## src/rtl/pin_sense_pkg.sv

```systemverilog
package pin_sense_pkg;

  typedef enum logic [1:0] {
    SNS_OFF  = 2'b00,
    SNS_RSVD = 2'b01,
    SNS_HIGH = 2'b10,
    SNS_LOW  = 2'b11
  } sense_e;

  // Evaluate a sense field against a pin level
  function automatic logic sense_hit(input logic [1:0] field, input logic level);
    logic hit;
    case (sense_e'(field))
      SNS_HIGH: hit = level;
      SNS_LOW:  hit = ~level;
      default:  hit = 1'b0;
    endcase
    return hit;
  endfunction

endpackage

```

## src/rtl/sense_regs.sv

```systemverilog
module sense_regs #(
  parameter int NPIN      = 32,
  parameter int DW        = 32,
  parameter int AW        = 3,
  parameter int CFG_WORDS = 2,
  parameter int MODE_ADDR = 3
) (
  input  logic                    clk,
  input  logic                    rst,
  input  logic                    wr_en,
  input  logic [AW-1:0]           wr_addr,
  input  logic [DW-1:0]           wr_data,
  output logic [CFG_WORDS*DW-1:0] cfg_words_o,
  output logic [2*NPIN-1:0]       cfg_flat_o,
  output logic                    mode_o
);

  logic [DW-1:0] cfg_q [CFG_WORDS];
  logic          mode_q;

  for (genvar w = 0; w < CFG_WORDS; w++) begin : g_cfg
    always_ff @(posedge clk) begin
      if (rst)
        cfg_q[w] <= '0;
      else if (wr_en && wr_addr == AW'(w))
        cfg_q[w] <= wr_data;
    end
    assign cfg_words_o[w*DW +: DW] = cfg_q[w];
  end

  always_ff @(posedge clk) begin
    if (rst)
      mode_q <= 1'b0;
    else if (wr_en && wr_addr == AW'(MODE_ADDR))
      mode_q <= wr_data[0];
  end

  assign cfg_flat_o = cfg_words_o[2*NPIN-1:0];
  assign mode_o     = mode_q;

endmodule

```

## src/rtl/sense_eval.sv

```systemverilog
module sense_eval #(
  parameter int NPIN = 32
) (
  input  logic              clk,
  input  logic              rst,
  input  logic [2*NPIN-1:0] cfg_flat_i,
  input  logic [NPIN-1:0]   pin_i,
  output logic [NPIN-1:0]   det_o
);
  import pin_sense_pkg::*;

  for (genvar n = 0; n < NPIN; n++) begin : g_pin
    logic det_q;
    always_ff @(posedge clk) begin
      if (rst)
        det_q <= 1'b0;
      else
        det_q <= sense_hit(cfg_flat_i[2*n +: 2], pin_i[n]);
    end
    assign det_o[n] = det_q;
  end

endmodule

```

## src/rtl/latch_bank.sv

```systemverilog
module latch_bank #(
  parameter int NPIN = 32
) (
  input  logic            clk,
  input  logic            rst,
  input  logic [NPIN-1:0] det_i,
  input  logic            clr_evt_i,
  input  logic [NPIN-1:0] clr_mask_i,
  output logic [NPIN-1:0] latch_o,
  output logic            ldet_o
);

  logic [NPIN-1:0] latch_q;
  logic [NPIN-1:0] latch_d;
  logic            ldet_q;

  // A high detect both sets the bit and overrides any clear of it
  always_comb begin
    latch_d = det_i | (latch_q & ~clr_mask_i);
  end

  always_ff @(posedge clk) begin
    if (rst) begin
      latch_q <= '0;
      ldet_q  <= 1'b0;
    end else begin
      latch_q <= latch_d;
      ldet_q  <= clr_evt_i ? 1'b0 : (|latch_q);
    end
  end

  assign latch_o = latch_q;
  assign ldet_o  = ldet_q;

endmodule

```

## src/rtl/port_detect.sv

```systemverilog
module port_detect (
  input  logic clk,
  input  logic rst,
  input  logic mode_i,
  input  logic ldet_i,
  input  logic any_det_i,
  output logic port_o,
  output logic evt_o
);

  logic port_q;
  logic evt_q;
  logic sel;

  always_comb begin
    sel = mode_i ? ldet_i : any_det_i;
  end

  always_ff @(posedge clk) begin
    if (rst) begin
      port_q <= 1'b0;
      evt_q  <= 1'b0;
    end else begin
      port_q <= sel;
      evt_q  <= sel & ~port_q;
    end
  end

  assign port_o = port_q;
  assign evt_o  = evt_q;

endmodule

```

## src/rtl/pin_sense_latch.sv

```systemverilog
module pin_sense_latch #(
  parameter int NPIN = 32,
  parameter int DW   = 32,
  parameter int AW   = 3
) (
  input  logic            clk,
  input  logic            rst,
  input  logic [NPIN-1:0] pin_i,
  input  logic            wr_en,
  input  logic [AW-1:0]   wr_addr,
  input  logic [DW-1:0]   wr_data,
  input  logic [AW-1:0]   rd_addr,
  output logic [DW-1:0]   rd_data,
  output logic [NPIN-1:0] pin_det_o,
  output logic            latch_det_o,
  output logic            port_det_o,
  output logic            port_evt_o
);

  localparam int CFG_WORDS  = (2*NPIN + DW - 1) / DW;
  localparam int LATCH_ADDR = CFG_WORDS;
  localparam int MODE_ADDR  = CFG_WORDS + 1;
  localparam int LIVE_ADDR  = CFG_WORDS + 2;

  logic [CFG_WORDS*DW-1:0] cfg_words_w;
  logic [2*NPIN-1:0]       cfg_flat_w;
  logic                    mode_w;
  logic [NPIN-1:0]         det_w;
  logic [NPIN-1:0]         latch_w;
  logic                    ldet_w;
  logic                    clr_evt_w;
  logic [NPIN-1:0]         clr_mask_w;
  logic [DW-1:0]           rd_mux;
  logic [DW-1:0]           rd_q;

  sense_regs #(
    .NPIN(NPIN), .DW(DW), .AW(AW), .CFG_WORDS(CFG_WORDS), .MODE_ADDR(MODE_ADDR)
  ) u_regs (
    .clk(clk), .rst(rst), .wr_en(wr_en), .wr_addr(wr_addr), .wr_data(wr_data),
    .cfg_words_o(cfg_words_w), .cfg_flat_o(cfg_flat_w), .mode_o(mode_w)
  );

  sense_eval #(.NPIN(NPIN)) u_eval (
    .clk(clk), .rst(rst), .cfg_flat_i(cfg_flat_w), .pin_i(pin_i), .det_o(det_w)
  );

  assign clr_evt_w  = wr_en && (wr_addr == AW'(LATCH_ADDR));
  assign clr_mask_w = clr_evt_w ? wr_data[NPIN-1:0] : '0;

  latch_bank #(.NPIN(NPIN)) u_latch (
    .clk(clk), .rst(rst), .det_i(det_w), .clr_evt_i(clr_evt_w),
    .clr_mask_i(clr_mask_w), .latch_o(latch_w), .ldet_o(ldet_w)
  );

  port_detect u_port (
    .clk(clk), .rst(rst), .mode_i(mode_w), .ldet_i(ldet_w), .any_det_i(|det_w),
    .port_o(port_det_o), .evt_o(port_evt_o)
  );

  // Registered read port
  always_comb begin
    rd_mux = '0;
    for (int w = 0; w < CFG_WORDS; w++) begin
      if (rd_addr == AW'(w))
        rd_mux = cfg_words_w[w*DW +: DW];
    end
    if (rd_addr == AW'(LATCH_ADDR))
      rd_mux[NPIN-1:0] = latch_w;
    if (rd_addr == AW'(MODE_ADDR))
      rd_mux[0] = mode_w;
    if (rd_addr == AW'(LIVE_ADDR))
      rd_mux[NPIN-1:0] = det_w;
  end

  always_ff @(posedge clk) begin
    if (rst)
      rd_q <= '0;
    else
      rd_q <= rd_mux;
  end

  assign rd_data     = rd_q;
  assign pin_det_o   = det_w;
  assign latch_det_o = ldet_w;

endmodule

```

## config.mk

```make
export PLATFORM = sky130hd
export DESIGN_NAME = pin_sense_latch
export DESIGN_NICKNAME = d
export VERILOG_FILES = /design/src/rtl/pin_sense_pkg.sv /design/src/rtl/sense_regs.sv /design/src/rtl/sense_eval.sv /design/src/rtl/latch_bank.sv /design/src/rtl/port_detect.sv /design/src/rtl/pin_sense_latch.sv
export SDC_FILE = /design/constraint.sdc
export NUM_CORES = 1
export LEC_CHECK = 0
export BUFFER_PORTS_ARGS = -buffer_cell sky130_fd_sc_hd__buf_2
export CAP_MARGIN = 40
export CORE_UTILIZATION = 29
export DETAILED_ROUTE_END_ITERATION = 8
export PLACE_DENSITY = 0.48
export SETUP_SLACK_MARGIN = 0.1
export SLEW_MARGIN = 20
export SYNTH_ARGS = -nofsm -noshare
export SYNTH_HDL_FRONTEND = slang
export SYNTH_SLANG_ARGS = --single-unit
```

## constraint.sdc

```tcl
create_clock -name clk -period 3.73 [get_ports clk]
set_input_delay 0.373 -clock clk [delete_from_list [all_inputs] [get_ports clk]]
set_output_delay 0.373 -clock clk [all_outputs]
set_load 0.02 [all_outputs]
```

==> tab_implementation.tex, run 1 <==
\begin{tabular}{lr}
\hline
Metric & Value \\
\hline
\multicolumn{2}{l}{\textbf{Cells and area}} \\
\quad Net count of the finished layout & 800 \\
\quad N\_diodes & 0 \\
\quad Share of layout cells above drive strength 1 & 25.9\% \\
\quad Layout fillers & 2434 \\
\quad Area delta synth->final & 21.2\% \\
\quad FF+latch area & 3920 um2 \\
\quad Area of the multi-input gates & 2580 um2 \\
\multicolumn{2}{l}{\textbf{Power and ir drop}} \\
\quad Pwr/cell area & 525 nW/um2 \\
\quad IR drop worst, VDD & 0.000225 V \\
\quad Static leakage & 3.30 nW \\
\quad Total power consumption of the routed design & 0.00439 W \\
\multicolumn{2}{l}{\textbf{Yosys}} \\
\quad Count of cell types in the netlist & 30 \\
\quad Mapped Cells & 626 \\
\quad Post-Syn Nets & 699 \\
\quad Post-synthesis sequential element count & 164 \\
\quad Synth Cell Area & 6900 um2 \\
\quad Sequential-to-total area share from yosys stat & 56.9\% \\
\quad Count of warnings emitted by yosys & 0 \\
\quad Mean instance size in the synthesized netlist & 11.0 um2 \\
\multicolumn{2}{l}{\textbf{Route}} \\
\quad Wire length per cell after detailed routing & 20.2 um \\
\quad Number of antenna-violating nets in the routed design & 0 \\
\quad Vias post-DR & 5007 \\
\quad Detailed Route Iter0 Violations & 262 \\
\quad Via density per instance & 4.73 \\
\quad Routed wire length & 21.4 mm \\
\quad Number of remaining DRC errors & 0 \\
\quad Detailed-routing iteration count for the pre-antenna-repair pass & 4 \\
\multicolumn{2}{l}{\textbf{Floorplanning}} \\
\quad Die area & 24400 um2 \\
\quad Die outline height & 156 um \\
\quad Io pins & 140 \\
\quad Starting density of the core & 29.5\% \\
\quad Number of placement rows & 56 \\
\quad Core area & 23400 um2 \\
\quad X dimension of the die & 156 um \\
\multicolumn{2}{l}{\textbf{CTS}} \\
\quad Clk buf depth & 2 \\
\quad Resized cells post-CTS & 0 \\
\quad CTS clock-pin slew for the worst setup and hold paths & 0.07 ns \\
\quad CTS tree & done \\
\quad CTS HTree Levels & 4 \\
\quad Clock root cell & sky130\_fd\_sc\_hd\_\_clkbuf\_16 \\
\quad Clock latency reported for the late side of the worst-skew pair & 0.44 ns \\
\quad Post-CTS Repair Setup Buffers & 0 \\
\quad Clock sink total & 164 \\
\quad Cts bufs inserted & 17 \\
\quad Hold-fix buffer count after cts & 0 \\
\multicolumn{2}{l}{\textbf{Timing}} \\
\quad Final Cycle Share & 50.9\% \\
\quad Final Hold Viols & 0 \\
\quad Final setup margin & 1.83 ns \\
\quad Post-Route Skew & 0.0221 ns \\
\quad Maximum frequency from static timing analysis & 527 MHz \\
\quad Setup repair after global routing missed its margin & no \\
\quad Final slew viol count & 0 \\
\quad Headroom to the max-slew limit & 44.6\% \\
\quad Setup-violating endpoint count in the final report & 0 \\
\quad Time the worst path needs with I/O delays and setup & 1.90 ns \\
\quad Final TNS setup & 0 ns \\
\quad Transition time of the tightest slew-check pin & 0.826 ns \\
\multicolumn{2}{l}{\textbf{Global routing}} \\
\quad Number of antenna violations at the first check in global routing & 0 \\
\quad Largest net degree at the start of global routing & 62 \\
\quad Global routing usage summed across all routing layers & 18.3\% \\
\quad Remaining global-route overflow & 0 \\
\quad Global-route wire length before repair & 32.1 mm \\
\quad Number of global-route vias before repair & 5279 \\
\multicolumn{2}{l}{\textbf{Placement}} \\
\quad Placer Congestion & 0.775 \\
\quad Worst setup timing slack at the placement stage & 1.36 ns \\
\quad Total of buffers placed on input and output ports & 139 \\
\quad HPWL after DPL & 15.1 mm \\
\multicolumn{2}{l}{\textbf{Worst setup path}} \\
\quad Crit Path Class & input port to register \\
\quad Largest fanout of any net on the critical path & 22 \\
\quad Element type at the critical path end & register \\
\quad Data required time at the worst endpoint & 4.09 ns \\
\quad Data arrival time at the worst-slack endpoint & 2.25 ns \\
\quad Startpoint class of the critical path & input port \\
\multicolumn{2}{l}{\textbf{Job}} \\
\quad MaxCap Viol Count & 0 \\
\multicolumn{2}{l}{\textbf{Status}} \\
\quad Status & complete, no violations \\
\multicolumn{2}{l}{\textbf{Min path}} \\
\quad Min-Delay Path Class & input port to register \\
\hline
\end{tabular}
[worst max-delay path: stages]
cell and delay (ns):
sky130_fd_sc_hd__buf_2 0.33, sky130_fd_sc_hd__nor3_2 0.76, sky130_fd_sc_hd__buf_4 0.45, sky130_fd_sc_hd__a22oi_1 0.18
sky130_fd_sc_hd__nor2_1 0.14
[kinds of logic (layout without fill, tap and decap cells)]
kind of cell	after synthesis	after routing	synth area share (%)
and+or+nand+nor	229	229	18.0
muxes	33	33	4.97
buffers and inverters	72	186	6.22
AOI/OAI and AO/OA	96	96	9.85
DFF	164	164	56.9
xor gates and xnor gates	32	32	4.06
[registers in the layout, summed over array words and instances (netlist names)]
name and count:
u_port.port_o 1, u_regs.mode_o 1, u_port.evt_o 1, u_eval.g_pin.det_q 32
u_latch.ldet_o 1, u_regs.cfg_q 64, u_latch.latch_o 32, rd_data 32
[cells in the mapped netlist]
cell | number | area share (%)
sky130_fd_sc_hd__and2_1 | 64 | 5.8
sky130_fd_sc_hd__clkbuf_1 | 22 | 1.2
sky130_fd_sc_hd__or3_1 | 1 | 0.091
sky130_fd_sc_hd__nor2_4 | 1 | 0.16
sky130_fd_sc_hd__inv_1 | 2 | 0.11
sky130_fd_sc_hd__buf_4 | 32 | 3.5
sky130_fd_sc_hd__or3b_4 | 1 | 0.16
sky130_fd_sc_hd__mux4_2 | 1 | 0.33
sky130_fd_sc_hd__dfxtp_1 | 100 | 29
sky130_fd_sc_hd__a22oi_1 | 32 | 3.5
sky130_fd_sc_hd__nand2b_1 | 1 | 0.091
sky130_fd_sc_hd__nand4b_1 | 1 | 0.13
sky130_fd_sc_hd__nor4bb_1 | 1 | 0.15
sky130_fd_sc_hd__nor3_1 | 4 | 0.29
sky130_fd_sc_hd__a21oi_1 | 32 | 2.3
sky130_fd_sc_hd__mux2i_1 | 32 | 4.6
sky130_fd_sc_hd__nor2_1 | 67 | 3.6
sky130_fd_sc_hd__nor4_1 | 16 | 1.5
sky130_fd_sc_hd__nor2b_1 | 2 | 0.18
sky130_fd_sc_hd__edfxtp_1 | 64 | 28
sky130_fd_sc_hd__nor3_2 | 1 | 0.15
sky130_fd_sc_hd__nand4_1 | 4 | 0.36
sky130_fd_sc_hd__xnor2_1 | 32 | 4.1
sky130_fd_sc_hd__nor3b_1 | 32 | 3.5
sky130_fd_sc_hd__buf_2 | 13 | 0.94
sky130_fd_sc_hd__o21bai_1 | 1 | 0.11
sky130_fd_sc_hd__or2_4 | 1 | 0.13
sky130_fd_sc_hd__nand2_1 | 32 | 1.7
sky130_fd_sc_hd__buf_6 | 3 | 0.49
sky130_fd_sc_hd__o2bb2ai_1 | 31 | 3.9
[routing by layer]
metal | GRT usage (%) | wire length [um] | vias up
met2 | 30.6 | 10300 | 157
li1 | - | - | 2380
met5 | 0 | 0 | -
met4 | 6.63 | 436 | 0
met1 | 23.0 | 9550 | 2449
met3 | 4.10 | 1120 | 21
[final cells by class]
| type | count | area share [%] |
|---|---|---|
| Clock inverter | 10 | 1.68 |
| Timing Repair Buffer | 152 | 9.76 |
| Tap cell | 319 | 4.77 |
| Inverter | 2 | 0.0898 |
| Multi-Input combinational cell | 390 | 30.8 |
| Clock buffer | 22 | 5.93 |
| Sequential cell | 164 | 46.9 |
[where the power goes]
| group | switching, W | internal [W] | total [W] |
|---|---|---|---|
| sequential | 0.0000928 | 0.00197 | 0.00206 |
| combinational | 0.000263 | 0.000181 | 0.000444 |
| clock | 0.000733 | 0.00115 | 0.00188 |
| total | 0.00109 | 0.00330 | 0.00439 |
[placed cells by master (no fill, tap or decap), types with 2 or more instances in the layout]
cell,Yosys,final
sky130_fd_sc_hd__a21oi_1,32,32
sky130_fd_sc_hd__a22oi_1,32,32
sky130_fd_sc_hd__and2_1,64,64
sky130_fd_sc_hd__buf_2,13,138
sky130_fd_sc_hd__buf_4,32,13
sky130_fd_sc_hd__bufinv_16,0,3
sky130_fd_sc_hd__clkbuf_16,0,18
sky130_fd_sc_hd__clkbuf_8,0,3
sky130_fd_sc_hd__clkinv_2,0,2
sky130_fd_sc_hd__clkinvlp_4,0,3
sky130_fd_sc_hd__dfxtp_1,100,100
sky130_fd_sc_hd__edfxtp_1,64,64
sky130_fd_sc_hd__inv_1,2,2
sky130_fd_sc_hd__inv_6,0,2
sky130_fd_sc_hd__mux2i_1,32,32
sky130_fd_sc_hd__nand2_1,32,32
sky130_fd_sc_hd__nand4_1,4,4
sky130_fd_sc_hd__nor2_1,67,67
sky130_fd_sc_hd__nor3_1,4,3
sky130_fd_sc_hd__nor3_2,1,2
sky130_fd_sc_hd__nor3b_1,32,32
sky130_fd_sc_hd__nor4_1,16,16
sky130_fd_sc_hd__o2bb2ai_1,31,31
sky130_fd_sc_hd__xnor2_1,32,32
[final timing paths]
check / start / endpoint / slack (ns) / cells after the start
max: rd_addr[0] / rd_data[12]$_SDFF_PP0_ / 1.83 / 5
min: pin_i[4] / u_eval.g_pin[4].det_q$_SDFF_PP0_ / 0.21 / 3
max reg2reg: u_eval.g_pin[23].det_q$_SDFF_PP0_ / u_port.port_o$_SDFF_PP0_ / 1.95 / 4
min reg2reg: u_port.port_o$_SDFF_PP0_ / u_port.evt_o$_SDFF_PP0_ / 0.44 / 1
[stage by stage]
stage	instance area, um2	std cells	hold slack (ns)	utilization [%]
floorplan	6900	626	0.474	-
global placement	7700	1026	0.412	32.9
detailed placement	7720	1027	0.443	33.0
CTS	8360	1059	0.198	35.7
global route	8360	1059	0.206	35.7
finish	8360	1059	0.205	35.7
(Power assumes the default switching activity.)
==> run 2, diff against run 1 <==
--- a/config.mk
+++ b/config.mk
@@ -5,6 +5,7 @@
 export SDC_FILE = /design/constraint.sdc
 export NUM_CORES = 1
 export LEC_CHECK = 0
+export ABC_AREA = 1
 export BUFFER_PORTS_ARGS = -buffer_cell sky130_fd_sc_hd__buf_2
 export CAP_MARGIN = 40
 export CORE_UTILIZATION = 29
==> constraint.sdc (replaced) <==
create_clock -name clk -period 1.8 [get_ports clk]
set_input_delay 0.18 -clock clk [delete_from_list [all_inputs] [get_ports clk]]
set_output_delay 0.18 -clock clk [all_outputs]
set_load 0.02 [all_outputs]
==> tab_implementation.tex, run 2 <==
\begin{tabular}{lr}
\hline
Metric & Value \\
\hline
\multicolumn{2}{l}{\textbf{Worst setup path}} \\
\quad R2R Path Start & u\_eval.g\_pin[20].det\_q\$\_SDFF\_PP0\_ \\
\quad Data arrival time at the worst-slack endpoint & 1.18 ns \\
\quad Critical path depth in cells & 1 \\
\quad Kind of cell adding the most delay to the critical path & flip-flops \\
\quad Data required time at the worst endpoint & 1.62 ns \\
\quad Flop2flop setup slack & 0.44 ns \\
\quad End of the critical path & pin\_det\_o[20] \\
\quad Maximum cell stage delay along the critical path & 0.53 ns \\
\quad CP Cell Sequence & buf\_2 \\
\quad Cells on worst reg2reg path & 6 \\
\quad Largest fanout of any net on the critical path & 4 \\
\quad R2r endpoint & u\_port.evt\_o\$\_SDFF\_PP0\_ \\
\quad Element type at the critical path end & output port \\
\quad Setup crit start & u\_eval.g\_pin[20].det\_q\$\_SDFF\_PP0\_ \\
\quad Startpoint class of the critical path & register \\
\quad Crit Path Class & register to output port \\
\quad Library cell contributing the largest single delay on the critical path & sky130\_fd\_sc\_hd\_\_dfxtp\_1 \\
\quad Count of buffer and inverter cells on the critical path & 1 \\
\multicolumn{2}{l}{\textbf{Route}} \\
\quad Detailed Route Iter0 Violations & 331 \\
\quad Number of remaining DRC errors & 0 \\
\quad Vias post-DR & 5708 \\
\quad Routed wire length & 22.1 mm \\
\quad Detailed-routing iteration count for the pre-antenna-repair pass & 5 \\
\quad Number of antenna-violating nets in the routed design & 0 \\
\quad Via density per instance & 4.57 \\
\quad Wire length per cell after detailed routing & 17.7 um \\
\multicolumn{2}{l}{\textbf{Global routing}} \\
\quad Largest net degree at the start of global routing & 46 \\
\quad Number of antenna violations at the first check in global routing & 0 \\
\quad Remaining global-route overflow & 0 \\
\quad Global routing usage summed across all routing layers & 18.5\% \\
\quad Global-route wire length before repair & 32.9 mm \\
\quad Number of global-route vias before repair & 5482 \\
\multicolumn{2}{l}{\textbf{Timing}} \\
\quad Final TNS setup & 0 ns \\
\quad Setup repair after global routing missed its margin & no \\
\quad Maximum frequency from static timing analysis & 734 MHz \\
\quad Setup-violating endpoint count in the final report & 0 \\
\quad Transition time of the tightest slew-check pin & 0.568 ns \\
\quad Final Hold Viols & 0 \\
\quad Final Cycle Share & 75.7\% \\
\quad Post-Route Skew & 0.00909 ns \\
\quad Headroom to the max-slew limit & 62.1\% \\
\quad Time the worst path needs with I/O delays and setup & 1.36 ns \\
\quad Final slew viol count & 0 \\
\multicolumn{2}{l}{\textbf{CTS}} \\
\quad Cts bufs inserted & 17 \\
\quad Clock sink total & 164 \\
\quad CTS HTree Levels & 4 \\
\quad Clk buf depth & 2 \\
\quad Clock latency reported for the late side of the worst-skew pair & 0.43 ns \\
\quad Resized cells post-CTS & 0 \\
\quad CTS tree & done \\
\quad Post-CTS Repair Setup Buffers & 0 \\
\quad CTS clock-pin slew for the worst setup and hold paths & 0.06 ns \\
\quad Clock root cell & sky130\_fd\_sc\_hd\_\_clkbuf\_16 \\
\multicolumn{2}{l}{\textbf{Yosys}} \\
\quad Share of async-settable or async-resettable flops after synthesis & 0\% \\
\quad Cell with the most instances after synthesis & sky130\_fd\_sc\_hd\_\_inv\_1 \\
\quad Mapped Cells & 778 \\
\quad Most used flip-flop cell after synthesis & sky130\_fd\_sc\_hd\_\_dfxtp\_1 \\
\quad Synth top area share & 29.1\% \\
\quad Synth Cell Area & 6880 um2 \\
\quad EDFF count, synth & 64 \\
\quad Synth area leaders & sky130\_fd\_sc\_hd\_\_dfxtp\_1 (29\%), sky130\_fd\_sc\_hd\_\_edfxtp\_1 (28\%), sky130\_fd\_sc\_hd\_\_inv\_1 (7.3\%), sky130\_fd\_sc\_hd\_\_o21ai\_0 (7.0\%), sky130\_fd\_sc\_hd\_\_a21oi\_1 (6.8\%) \\
\quad Sequential-to-total area share from yosys stat & 57.0\% \\
\quad Largest area contributor in the netlist & sky130\_fd\_sc\_hd\_\_dfxtp\_1 \\
\quad Count of warnings emitted by yosys & 0 \\
\quad Post-synthesis sequential element count & 164 \\
\quad Post-Syn Nets & 851 \\
\quad Leading cell types by count after synthesis & sky130\_fd\_sc\_hd\_\_inv\_1 (133), sky130\_fd\_sc\_hd\_\_nor2\_1 (101), sky130\_fd\_sc\_hd\_\_dfxtp\_1 (100) \\
\quad Mean instance size in the synthesized netlist & 8.84 um2 \\
\quad Count of cell types in the netlist & 27 \\
\multicolumn{2}{l}{\textbf{Job}} \\
\quad MaxCap Viol Count & 0 \\
\multicolumn{2}{l}{\textbf{Cells and area}} \\
\quad Number of flip-flops under the largest register name & 64 \\
\quad Share of layout cells above drive strength 1 & 21.3\% \\
\quad Most flops, register & u\_regs.cfg\_q \\
\quad Area delta synth->final & 26.4\% \\
\quad N\_diodes & 0 \\
\quad Non-Filler Cell Area, Final & 8700 um2 \\
\quad Net count of the finished layout & 995 \\
\quad Non-filler instance count after layout & 1248 \\
\quad Most used cells in the layout excluding fill and tap cells & sky130\_fd\_sc\_hd\_\_buf\_2 (139), sky130\_fd\_sc\_hd\_\_inv\_1 (133), sky130\_fd\_sc\_hd\_\_nor2\_1 (101), sky130\_fd\_sc\_hd\_\_dfxtp\_1 (100), sky130\_fd\_sc\_hd\_\_o21ai\_0 (96) \\
\quad Most frequent standard cell in the layout excluding fill and tap cells & sky130\_fd\_sc\_hd\_\_buf\_2 \\
\multicolumn{2}{l}{\textbf{Floorplanning}} \\
\quad Number of placement rows & 55 \\
\quad Starting density of the core & 30.0\% \\
\quad Die outline height & 156 um \\
\quad Die area & 24300 um2 \\
\quad X dimension of the die & 156 um \\
\quad Io pins & 140 \\
\quad Core area & 22900 um2 \\
\multicolumn{2}{l}{\textbf{Placement}} \\
\quad Placer Congestion & 0.773 \\
\quad Total placed cells including tap cells & 1185 \\
\quad Total of buffers placed on input and output ports & 139 \\
\quad HPWL after DPL & 15.5 mm \\
\quad Post-placement cell area & 7790 um2 \\
\multicolumn{2}{l}{\textbf{Power and ir drop}} \\
\quad IR drop worst, VDD & 0.000423 V \\
\quad Pwr/cell area & 1030 nW/um2 \\
\quad Total power consumption of the routed design & 0.00896 W \\
\quad Static leakage & 3.71 nW \\
\multicolumn{2}{l}{\textbf{Status}} \\
\quad Status & complete, no violations \\
\multicolumn{2}{l}{\textbf{Min path}} \\
\quad Min-Delay Path Class & input port to register \\
\hline
\end{tabular}
[run 2: cell types whose count changed in the layout (fill, tap and decap cells not counted), moves of 31 or more]
cell                            previous run  this run
sky130_fd_sc_hd__inv_1                     2       133
sky130_fd_sc_hd__o21ai_0                   0        96
sky130_fd_sc_hd__and2_1                   64         0
sky130_fd_sc_hd__a21oi_1                  32        93
sky130_fd_sc_hd__nor2_1                   67       101
sky130_fd_sc_hd__a22oi_1                  32         0
sky130_fd_sc_hd__mux2i_1                  32         0
sky130_fd_sc_hd__nor3b_1                  32         0
sky130_fd_sc_hd__xnor2_1                  32         0
sky130_fd_sc_hd__dlygate4sd3_1             0        31
sky130_fd_sc_hd__o2bb2ai_1                31         0
[run 2: logic make-up after synthesis]
group,after synthesis,synth area share [%]
buf+inv,202,13.2
simple gates,169,10.3
flops,164,57.0
compound gates,243,19.5
[run 2: worst reg2reg max path, cell delays in order, from the launching register on]
cell and delay (ns):
sky130_fd_sc_hd__dfxtp_1 0.41, sky130_fd_sc_hd__nor2_1 0.19, sky130_fd_sc_hd__nand2_1 0.07, sky130_fd_sc_hd__nor2_1 0.11, sky130_fd_sc_hd__nand3_1 0.08, sky130_fd_sc_hd__o21bai_1 0.31, sky130_fd_sc_hd__nor2_1 0.07
[run 2: final cells by class]
class / count / area [um2]
clock buffer: 20 / 437
clock inverter: 12 / 163
fill: 2398 / 14200
inverter: 135 / 507
multi-input combinational: 412 / 2060
sequential: 164 / 3920
tap: 313 / 392
timing repair buffer: 192 / 1220
[run 2: power by group]
| part | internal (W) | total (W) | switching [W] |
|---|---|---|---|
| sequential | 0.00409 | 0.00425 | 0.000167 |
| combinational | 0.000351 | 0.000945 | 0.000594 |
| clock | 0.00230 | 0.00377 | 0.00146 |
[run 2: how the worst min path moves through the flow]
stage               startpoint                           endpoint  slack (ns)  depth (start not counted)
finish               pin_i[12]  u_eval.g_pin[12].det_q$_SDFF_PP0_        0.03                          2
global route         pin_i[12]  u_eval.g_pin[12].det_q$_SDFF_PP0_        0.02                          2
CTS                  pin_i[12]  u_eval.g_pin[12].det_q$_SDFF_PP0_       0.002                          2
detailed placement   pin_i[27]  u_eval.g_pin[27].det_q$_SDFF_PP0_        0.38                          2
global placement     pin_i[29]  u_eval.g_pin[29].det_q$_SDFF_PP0_        0.38                          2
floorplan             pin_i[0]   u_eval.g_pin[0].det_q$_SDFF_PP0_        0.27                          1
[run 2: metrics by stage]
| stage | hold slack (ns) | worst slack [ns] | util (%) |
|---|---|---|---|
| 4_1_cts | 0.00189 | 0.390 | 37.9 |
| 3_3_place_gp | 0.380 | 0.344 | 34.0 |
| 5_1_grt | 0.0162 | 0.352 | 38.0 |
| 3_5_place_dp | 0.384 | 0.294 | 34.0 |
| 2_1_floorplan | 0.275 | 0.119 | - |
| 6_report | 0.0276 | 0.437 | 38.0 |
[run 2: per-layer routing]
| layer | global-route usage [%] | routed length, um |
|---|---|---|
| met1 | 24.9 | 10400 |
| met2 | 30.8 | 10500 |
| met3 | 3.47 | 1040 |
| met4 | 3.87 | 125 |
| met5 | 0 | 0 |
[run 2: timing repair]
action                                 in CTS  in global routing
endpoints found under the hold margin      30                  1
hold buffers                               30                  1
setup endpoints to repair                   0                  0
==> run 3, diff against run 2 <==
--- a/config.mk
+++ b/config.mk
@@ -5,7 +5,7 @@
 export SDC_FILE = /design/constraint.sdc
 export NUM_CORES = 1
 export LEC_CHECK = 0
-export ABC_AREA = 1
+export ABC_AREA = 0
 export BUFFER_PORTS_ARGS = -buffer_cell sky130_fd_sc_hd__buf_2
 export CAP_MARGIN = 40
 export CORE_UTILIZATION = 29
==> constraint.sdc (replaced) <==
create_clock -name clk -period 1.39 [get_ports clk]
set_input_delay 0.139 -clock clk [delete_from_list [all_inputs] [get_ports clk]]
set_output_delay 0.139 -clock clk [all_outputs]
set_load 0.02 [all_outputs]
==> tab_implementation.tex, run 3 (same netlist as run 1, synthesis figures left out) <==
\begin{tabular}{lr}
\hline
Metric & Value \\
\hline
\multicolumn{2}{l}{\textbf{Status}} \\
\quad Status & complete, no violations \\
\multicolumn{2}{l}{\textbf{CTS}} \\
\quad CTS HTree Levels & 4 \\
\quad Clock sink total & 164 \\
\quad CTS clock-pin slew for the worst setup and hold paths & 0.06 ns \\
\quad CTS tree & done \\
\quad Clock latency reported for the late side of the worst-skew pair & 0.42 ns \\
\quad Clock root cell & sky130\_fd\_sc\_hd\_\_clkbuf\_16 \\
\quad Clk buf depth & 2 \\
\quad Cts bufs inserted & 17 \\
\multicolumn{2}{l}{\textbf{Worst setup path}} \\
\quad R2r endpoint & u\_port.evt\_o\$\_SDFF\_PP0\_ \\
\quad CP Cell Sequence & nor4\_4 > buf\_4 > nand4\_1 > nor3\_1 > buf\_4 > nor4\_1 \\
\quad Largest fanout of any net on the critical path & 2 \\
\quad Cells on worst reg2reg path & 6 \\
\quad Flop2flop setup slack & 0.006 ns \\
\quad Data arrival time at the worst-slack endpoint & 1.69 ns \\
\quad Maximum cell stage delay along the critical path & 0.35 ns \\
\quad Setup crit start & u\_eval.g\_pin[7].det\_q\$\_SDFF\_PP0\_ \\
\quad Library cell contributing the largest single delay on the critical path & sky130\_fd\_sc\_hd\_\_nor4\_4 \\
\quad Crit Path Class & register to register \\
\quad Element type at the critical path end & register \\
\quad Startpoint class of the critical path & register \\
\quad End of the critical path & u\_port.evt\_o\$\_SDFF\_PP0\_ \\
\quad Data required time at the worst endpoint & 1.69 ns \\
\quad R2R Path Start & u\_eval.g\_pin[7].det\_q\$\_SDFF\_PP0\_ \\
\quad CP dominant cell by count & sky130\_fd\_sc\_hd\_\_buf\_4 \\
\multicolumn{2}{l}{\textbf{Cells and area}} \\
\quad Number of flip-flops under the largest register name & 64 \\
\quad Net count of the finished layout & 882 \\
\quad Non-Filler Cell Area, Final & 9260 um2 \\
\quad Most frequent standard cell in the layout excluding fill and tap cells & sky130\_fd\_sc\_hd\_\_buf\_2 \\
\quad Share of layout cells above drive strength 1 & 34.7\% \\
\quad Most flops, register & u\_regs.cfg\_q \\
\quad Area delta synth->final & 34.2\% \\
\quad N\_diodes & 0 \\
\quad Most used cells in the layout excluding fill and tap cells & sky130\_fd\_sc\_hd\_\_buf\_2 (132), sky130\_fd\_sc\_hd\_\_dfxtp\_1 (85), sky130\_fd\_sc\_hd\_\_buf\_4 (75), sky130\_fd\_sc\_hd\_\_nor2\_1 (66) \\
\multicolumn{2}{l}{\textbf{Route}} \\
\quad Number of remaining DRC errors & 0 \\
\quad Routed wire length & 22.0 mm \\
\quad Detailed-routing iteration count for the pre-antenna-repair pass & 5 \\
\quad Metal1 wirelength & 9.64 mm \\
\quad Wire length per cell after detailed routing & 19.3 um \\
\quad DR WL met3 & 1.13 mm \\
\quad Vias post-DR & 5345 \\
\quad Number of antenna-violating nets in the routed design & 0 \\
\quad Via density per instance & 4.68 \\
\quad Highest routed metal layer & met4 \\
\quad Met2 routed wirelength & 10.9 mm \\
\quad Detailed Route Iter0 Violations & 282 \\
\multicolumn{2}{l}{\textbf{Placement}} \\
\quad Worst setup timing slack at the placement stage & -0.249 ns \\
\quad Post-placement cell area & 8380 um2 \\
\quad Placer Congestion & 0.811 \\
\quad Total of buffers placed on input and output ports & 139 \\
\quad HPWL after DPL & 16.4 mm \\
\multicolumn{2}{l}{\textbf{Floorplanning}} \\
\quad Core area & 23400 um2 \\
\quad Number of placement rows & 56 \\
\quad X dimension of the die & 156 um \\
\quad Die outline height & 156 um \\
\quad Io pins & 140 \\
\quad Starting density of the core & 29.5\% \\
\quad Die area & 24400 um2 \\
\multicolumn{2}{l}{\textbf{Timing}} \\
\quad Setup-violating endpoint count in the final report & 0 \\
\quad Headroom to the max-slew limit & 69.1\% \\
\quad Maximum frequency from static timing analysis & 722 MHz \\
\quad Final slew viol count & 0 \\
\quad Transition time of the tightest slew-check pin & 0.463 ns \\
\quad Final Hold Viols & 0 \\
\quad Final TNS setup & 0 ns \\
\quad Setup repair after global routing missed its margin & yes \\
\quad Final setup margin & 0.00579 ns \\
\quad Post-Route Skew & 0.00763 ns \\
\quad Time the worst path needs with I/O delays and setup & 1.38 ns \\
\quad Final Cycle Share & 99.6\% \\
\multicolumn{2}{l}{\textbf{Global routing}} \\
\quad Global-route wire length before repair & 32.8 mm \\
\quad Largest net degree at the start of global routing & 33 \\
\quad Global routing usage summed across all routing layers & 18.6\% \\
\quad Remaining global-route overflow & 0 \\
\quad Number of global-route vias before repair & 5399 \\
\quad Number of antenna violations at the first check in global routing & 0 \\
\multicolumn{2}{l}{\textbf{Job}} \\
\quad MaxCap Viol Count & 0 \\
\multicolumn{2}{l}{\textbf{Power and ir drop}} \\
\quad Combinational cell fraction of total power & 13.0\% \\
\quad Static leakage & 3.79 nW \\
\quad Total power consumption of the routed design & 0.0121 W \\
\quad Switching share of power & 25.0\% \\
\quad Power spent charging and discharging nets & 0.00303 W \\
\quad Pwr/cell area & 1310 nW/um2 \\
\quad IR drop worst, VDD & 0.000883 V \\
\quad Share of power burned in registers & 45.4\% \\
\quad Clock Power Share & 41.5\% \\
\quad P\_int & 0.00907 W \\
\multicolumn{2}{l}{\textbf{Min path}} \\
\quad Min-Delay Path Class & input port to register \\
\hline
\end{tabular}
run 3: cell count changes in the layout (fill, tap and decap cells not counted), moves of 32 or more:
cell                      previous run  this run
sky130_fd_sc_hd__a21oi_1            93        32
sky130_fd_sc_hd__xnor2_1             0        32
sky130_fd_sc_hd__a22oi_1             0        32
sky130_fd_sc_hd__o21ai_0            96         0
sky130_fd_sc_hd__buf_4              18        75
sky130_fd_sc_hd__nor3b_1             0        32
sky130_fd_sc_hd__inv_1             133         2
sky130_fd_sc_hd__nor2_1            101        66
sky130_fd_sc_hd__and2_1              0        64
sky130_fd_sc_hd__mux2i_1             0        32
run 3: final cells by class:
cell class | count | area [um2]
Timing Repair Buffer | 234 | 1610
Inverter | 2 | 7.51
Fill cell | 2373 | 14100
Clock buffer | 21 | 482
Sequential cell | 164 | 3950
Multi-Input combinational cell | 390 | 2670
Clock inverter | 11 | 146
Tap cell | 319 | 399
run 3: timing repair:
action                                  in CTS  in global routing
gates resized for setup                     24                 12
setup buffers                                1                  0
hold buffers                                13                  0
endpoints found under the setup margin       6                 13
endpoints found under the hold margin       13                  0
pin swaps                                    7                  1
run 3: power by group through the flow:
stage | registers, W | clock network [W] | logic [W]
after floorplan | 0.00559 | 0 | 0.000751
after global placement | 0.00557 | 0 | 0.00152
after detailed placement | 0.00558 | 0 | 0.00153
after CTS | 0.00549 | 0.00509 | 0.00159
after global routing | 0.00553 | 0.00531 | 0.00170
final | 0.00550 | 0.00502 | 0.00158
run 3: stage by stage:
step                      hold WS [ns]  utilization [%]  cells
after floorplan                  0.283                -    626
after global routing           0.00481             39.6   1141
final                           0.0173             39.6   1141
after detailed placement         0.416             35.8   1096
after global placement           0.408             35.8   1096
after CTS                      0.00136             39.5   1142
run 3: how the worst min path moves through the flow:
stage	start	to	slack, ns	cells after the start
after floorplan	wr_data[0]	u_regs.mode_o$_SDFFE_PP0P_	0.28	2
after global placement	u_port.port_o$_SDFF_PP0_	u_port.evt_o$_SDFF_PP0_	0.41	1
after detailed placement	u_port.port_o$_SDFF_PP0_	u_port.evt_o$_SDFF_PP0_	0.42	1
after CTS	pin_i[21]	u_eval.g_pin[21].det_q$_SDFF_PP0_	0.001	3
after global routing	pin_i[19]	u_eval.g_pin[19].det_q$_SDFF_PP0_	0.005	3
final	pin_i[21]	u_eval.g_pin[21].det_q$_SDFF_PP0_	0.02	3
run 3: per-layer routing:
layer / GRT usage (%) / vias to the layer above
met5: 0 / -
met4: 5.88 / 0
met3: 3.66 / 21
met2: 32.2 / 159
met1: 23.3 / 2619
li1: - / 2546
run 3: critical path, delay by kind of cell, from the launching register on:
kind                   cells  cell delay (ns)
flip-flops                 1             0.34
AND/OR/NAND/NOR            4             0.60
buffers and inverters      2             0.31
